[config.mk]
export PLATFORM = sky130hd
export DESIGN_NAME = pairStageWrap
export DESIGN_NICKNAME = d
export VERILOG_FILES = /design/src/rtl/pairStagePkg.sv /design/src/rtl/pairStageCtrl.sv /design/src/rtl/pairStageData.sv /design/src/rtl/pairStageWrap.sv
export SDC_FILE = /design/constraint.sdc
export NUM_CORES = 1
export LEC_CHECK = 0
export ABC_AREA = 1
export BUFFER_PORTS_ARGS = -buffer_cell sky130_fd_sc_hd__buf_2
export CORE_ASPECT_RATIO = 0.7
export CORE_MARGIN = 3
export CORE_UTILIZATION = 24
export DETAILED_ROUTE_END_ITERATION = 7
export PLACE_DENSITY = 0.43
export SETUP_SLACK_MARGIN = 0.4
export SKIP_CTS_REPAIR_TIMING = 1
export SLEW_MARGIN = 0
export SYNTH_ARGS = -nofsm -noshare
export SYNTH_HDL_FRONTEND = slang
export SYNTH_HIERARCHICAL = 1
export SYNTH_SLANG_ARGS = --single-unit
[constraint.sdc]
create_clock -name clk -period 2.08 [get_ports clk]
set_input_delay 0.208 -clock clk [delete_from_list [all_inputs] [get_ports clk]]
set_output_delay 0.208 -clock clk [all_outputs]
set_load 0.005 [all_outputs]
[src/rtl/pairStagePkg.sv]
package pairStagePkg;

  localparam int LANES = 2;

  // Strobes from control to datapath
  typedef struct packed {
    logic [LANES-1:0] laneLoad; // capture inData into this lane
    logic             outSel;   // lane whose result drives outData
  } laneStrobeT;

endpackage

[src/rtl/pairStageCtrl.sv]
module pairStageCtrl
  import pairStagePkg::*;
#(
  parameter int WORK_CYCLES = 4
) (
  input  logic       clk,
  input  logic       rstN,
  input  logic       inValid,
  output logic       inReady,
  output logic       outValid,
  input  logic       outReady,
  output laneStrobeT strobe
);

  localparam int CNT_W = $clog2(WORK_CYCLES + 1);
  localparam logic [CNT_W-1:0] CNT_LOAD = CNT_W'(WORK_CYCLES - 1);

  logic [LANES-1:0] laneBusy;
  logic [LANES-1:0] laneDone;
  logic [LANES-1:0] laneFree;
  logic [LANES-1:0] laneLoad;
  logic [CNT_W-1:0] laneCnt [LANES];
  logic             sendSel;
  logic             joinSel;
  logic             inFire;
  logic             outFire;

  assign outValid = laneDone[joinSel];
  assign outFire  = outValid && outReady;
  // a lane whose result leaves this cycle may be refilled at the same edge
  assign inReady  = !laneBusy[sendSel] || laneFree[sendSel];
  assign inFire   = inValid && inReady;

  generate
    for (genvar g = 0; g < LANES; g++) begin : gLane
      localparam logic LANE_ID = 1'(g);

      assign laneDone[g] = laneBusy[g] && (laneCnt[g] == '0);
      assign laneFree[g] = outFire && (joinSel == LANE_ID);
      assign laneLoad[g] = inFire && (sendSel == LANE_ID);

      always_ff @(posedge clk or negedge rstN) begin
        if (!rstN) begin
          laneBusy[g] <= 1'b0;
          laneCnt[g]  <= '0;
        end else if (laneLoad[g]) begin
          laneBusy[g] <= 1'b1;
          laneCnt[g]  <= CNT_LOAD;
        end else if (laneFree[g]) begin
          laneBusy[g] <= 1'b0;
        end else if (laneBusy[g] && (laneCnt[g] != '0)) begin
          laneCnt[g]  <= laneCnt[g] - 1'b1;
        end
      end
    end
  endgenerate

  always_ff @(posedge clk or negedge rstN) begin
    if (!rstN) begin
      sendSel <= 1'b0;
      joinSel <= 1'b0;
    end else begin
      if (inFire)  sendSel <= ~sendSel;
      if (outFire) joinSel <= ~joinSel;
    end
  end

  assign strobe.laneLoad = laneLoad;
  assign strobe.outSel   = joinSel;

  // ---------------- assertions ----------------
  logic [1:0] occCnt; // items inside, counted at the ports

  always_ff @(posedge clk or negedge rstN) begin
    if (!rstN) occCnt <= '0;
    else       occCnt <= occCnt + 2'(inFire) - 2'(outFire);
  end

  assert_occ_match_R5: assert property (@(posedge clk) disable iff (!rstN)
    $countones(laneBusy) == 32'(occCnt));

  assert_valid_needs_item_R3: assert property (@(posedge clk) disable iff (!rstN)
    outValid |-> (occCnt != 2'd0));

  assert_empty_ready_R6: assert property (@(posedge clk) disable iff (!rstN)
    (occCnt == 2'd0) |-> inReady);

  assert_full_blocks_R6: assert property (@(posedge clk) disable iff (!rstN)
    ((occCnt == 2'd2) && !outFire) |-> !inReady);

  assert_hold_valid_R7: assert property (@(posedge clk) disable iff (!rstN)
    (outValid && !outReady) |=> outValid);

endmodule

[src/rtl/pairStageData.sv]
module pairStageData
  import pairStagePkg::*;
#(
  parameter int                DATA_W = 16,
  parameter logic [DATA_W-1:0] ADD_K  = 16'h0123
) (
  input  logic              clk,
  input  logic              rstN,
  input  logic [DATA_W-1:0] inData,
  input  laneStrobeT        strobe,
  output logic [DATA_W-1:0] outData
);

  logic [DATA_W-1:0] laneReg [LANES];

  generate
    for (genvar g = 0; g < LANES; g++) begin : gReg
      always_ff @(posedge clk or negedge rstN) begin
        if (!rstN)                   laneReg[g] <= '0;
        else if (strobe.laneLoad[g]) laneReg[g] <= inData + ADD_K;
      end
    end
  endgenerate

  assign outData = laneReg[strobe.outSel];

endmodule

[src/rtl/pairStageWrap.sv]
module pairStageWrap
  import pairStagePkg::*;
#(
  parameter int                DATA_W      = 16,
  parameter int                WORK_CYCLES = 4,
  parameter logic [DATA_W-1:0] ADD_K       = 16'h0123
) (
  input  logic              clk,
  input  logic              rstN,
  input  logic              inValid,
  output logic              inReady,
  input  logic [DATA_W-1:0] inData,
  output logic              outValid,
  input  logic              outReady,
  output logic [DATA_W-1:0] outData
);

  laneStrobeT strobe;

  pairStageCtrl #(.WORK_CYCLES(WORK_CYCLES)) u_ctrl (
    .clk     (clk),
    .rstN    (rstN),
    .inValid (inValid),
    .inReady (inReady),
    .outValid(outValid),
    .outReady(outReady),
    .strobe  (strobe)
  );

  pairStageData #(.DATA_W(DATA_W), .ADD_K(ADD_K)) u_data (
    .clk    (clk),
    .rstN   (rstN),
    .inData (inData),
    .strobe (strobe),
    .outData(outData)
  );

  assert_data_stable_R7: assert property (@(posedge clk) disable iff (!rstN)
    (outValid && !outReady) |=> $stable(outData));

endmodule

==> flow_metrics.py <==
metrics = {
    "run_status": {
        "status": "complete, no violations",
    },
    "die": {
        "rows": 29,
        "fp.dieW_um": 126,
        "die_area_um2": 11300,
        "die_y_um": 89.8,
        "pin_count": 38,
        "coreArea_um2": 9400,
        "initial_utilization_pct": 25.6,
    },
    "timing": {
        "slew-limit-headroom_pct": 63.3,
        "worst_slack_ps": 385,
        "fmax_mhz": 590,
        "holdWs_ps": 1.51,
        "drv_slew": 0,
        "rsz0062_at_grt": "yes",
        "setup_viol": 0,
        "fin_crit_ps": 1700,
        "worstMarginPinSlew_ps": 551,
        "tns_ps": 0,
        "fin_crit_sh_pct": 81.5,
        "fin_worst_skew_ps": 3.09,
        "report.final.hold_viol_count": 0,
    },
    "worst_setup_path": {
        "crit_slowest_cell": "dfrtp_1",
        "critPathLaunchType": "flop",
        "path_class": "reg2out",
        "startpoint": "u_ctrl/laneCnt[3]$_DFFE_PN0P_",
        "max_stage_delay_ps": 380,
        "required_ps": 1870,
        "path_buf_inv": 2,
        "end_kind": "output port",
        "cp.arrival_ps": 1490,
        "cp_top_family": "flip-flops",
        "cpMostUsedCell": "nand2_1",
        "crit_fanout": 3,
        "reg2reg_from": "u_ctrl/laneCnt[3]$_DFFE_PN0P_",
        "path_cells": "inv_1 > ha_2 > ha_4 > nand4_4 > nand2_4 > nand2_1 > nand2_1 > buf_2",
    },
    "clocking": {
        "clk_pin_slew_ps": 60,
        "clockRootBuffer": "clkbuf_16",
        "numCtsBuffers": 5,
        "cts_buffer_depth": 2,
        "cts_max_level": 2,
        "clock_sinks": 42,
        "cts_tree": "done",
        "clk_latency_ps": 280,
    },
    "placed_design": {
        "numPortBuffers": 37,
        "dp_hpwl_um": 4420,
        "place_ws_ps": 130,
        "dpl_cell_area_um2": 2750,
        "dp_cells": 467,
        "routabilityCongestion": 0.753,
    },
    "hold_path": {
        "hold_path_class": "in2async",
    },
    "yosys": {
        "synthesis.area_um2": 2400,
        "async_flop_share_pct": 100,
        "synthXorXnorAreaFrac_pct": 2.91,
        "yosys_warnings": 6,
        "syn_avg_cell_area_um2": 7.76,
        "synth_top_family_by_area": "simple AND/OR/NAND/NOR gates",
        "synthMuxAreaShare_pct": 7.02,
        "ys_ff_latch": 42,
        "yosysUniqueCellTypes": 25,
        "ys.flop_type": "dfrtp_1",
        "synth-seq-area-share_pct": 43.7,
        "synth_compound_area_share_pct": 6.35,
        "synthCells": 310,
        "synth_edf_count": 0,
        "synth-simple-area-share_pct": 28.7,
        "synth_fa_ha_area_share_pct": 2.60,
        "synth_nets": 335,
    },
    "power": {
        "p_leak_nw": 1.62,
        "p_total_mw": 4.10,
        "powerDensity_nw_per_um2": 1340,
        "ir_worst_vdd_mv": 0.355,
    },
    "finish": {
        "drive_above_1_share_pct": 27.6,
        "antenna_cells": 0,
        "syn_to_final_growth_pct": 27.4,
        "fin_cells": 483,
        "final_util_pct": 32.6,
        "nNetsFinal": 383,
        "fin_area_um2": 3060,
    },
    "global_route": {
        "overflow": 0,
        "antenna_found_initial": 0,
        "grt_pass1_vias": 1927,
        "grt_max_degree": 43,
        "grt_pass1_wl_um": 9850,
        "grtUsageTotal_pct": 10.8,
    },
    "drt": {
        "routed_via_density": 4.33,
        "ant_nets": 0,
        "vias": 2093,
        "wl_um": 6170,
        "drt-initial-drc-count": 123,
        "drt-pass1-iter-count": 4,
        "wire_per_inst_um": 12.8,
        "drc_errors": 0,
    },
    "run": {
        "drv_cap": 0,
    },
}
[layer usage]
layer | global-route usage [%] | wire length (um) | vias to the layer above
met5 | 0 | 0 | -
met4 | 2.98 | 66 | 0
met3 | 2.61 | 349 | 8
met2 | 14.4 | 2450 | 50
met1 | 17.1 | 3300 | 971
li1 | - | - | 1064
[flip-flops by register name (all words and copies together), names as in the netlist]
signal,flops
u_ctrl/joinSel,1
u_ctrl/laneCnt,6
u_ctrl/laneBusy,2
u_data/laneReg,32
u_ctrl/sendSel,1
[final cells by class]
cell class,count,area [um2]
fill,1017,6330
multi-input combinational,217,1200
sequential,42,1050
timing repair buffer,47,293
inverter,42,171
tap,124,155
clock buffer,6,129
clock inverter,2,37.5
timing repair inverter,3,22.5
[worst paths after layout]
kind / end / slack [ps] / depth (start not counted)
worst max-delay path: inReady / 380 / 8
worst min-delay path: u_ctrl/laneCnt[2]$_DFFE_PN0P_ / 2 / 2
worst max register to register: u_data/laneReg[31]$_DFFE_PN0P_ / 430 / 11
worst min register to register: u_data/laneReg[15]$_DFFE_PN0P_ / 480 / 2
max in group asynchronous: u_data/laneReg[26]$_DFFE_PN0P_ / 1710 / 2
min in group clk: u_data/laneReg[16]$_DFFE_PN0P_ / 190 / 2
[Yosys cell counts (all sizes together), types with 2 or more instances]
cell type,instances,area (um2)
o21ai,24,120
nand2,115,434
nand3,24,138
ha,5,62.6
xor2,7,61.3
dfrtp,42,1050
nor2,18,87.6
mux2,15,169
inv,42,158
buf,9,52.6
nand4,3,25.0
a21oi,2,17.5
[where the power goes]
group	leakage (nW)	internal, mW	total, mW	switching, mW
Combinational	1.02	0.866	1.80	0.937
Sequential	0.516	1.20	1.40	0.204
Clock	0.0771	0.567	0.891	0.324
[placed cells by master, fill, tap and decap left out, types with 7 or more instances in the layout]
| cell type | n |
|---|---|
| dfrtp_1 | 42 |
| inv_1 | 31 |
| mux2_2 | 15 |
| buf_2 | 37 |
| nand2_1 | 113 |
| o21ai_1 | 11 |
| inv_2 | 8 |
| nand3_1 | 22 |
| nor2_1 | 14 |
| o21ai_0 | 13 |
| xor2_1 | 7 |
[logic make-up (layout without fill, tap and decap cells)]
kind of cell / Yosys count / count (layout)
compound gates: 28 / 28
xor+xnor: 8 / 8
simple gates: 161 / 161
buf+inv: 51 / 100
flops: 42 / 42
fa+ha+maj: 5 / 5
mux: 15 / 15
Note: power is estimated with default switching activity, not from simulation.
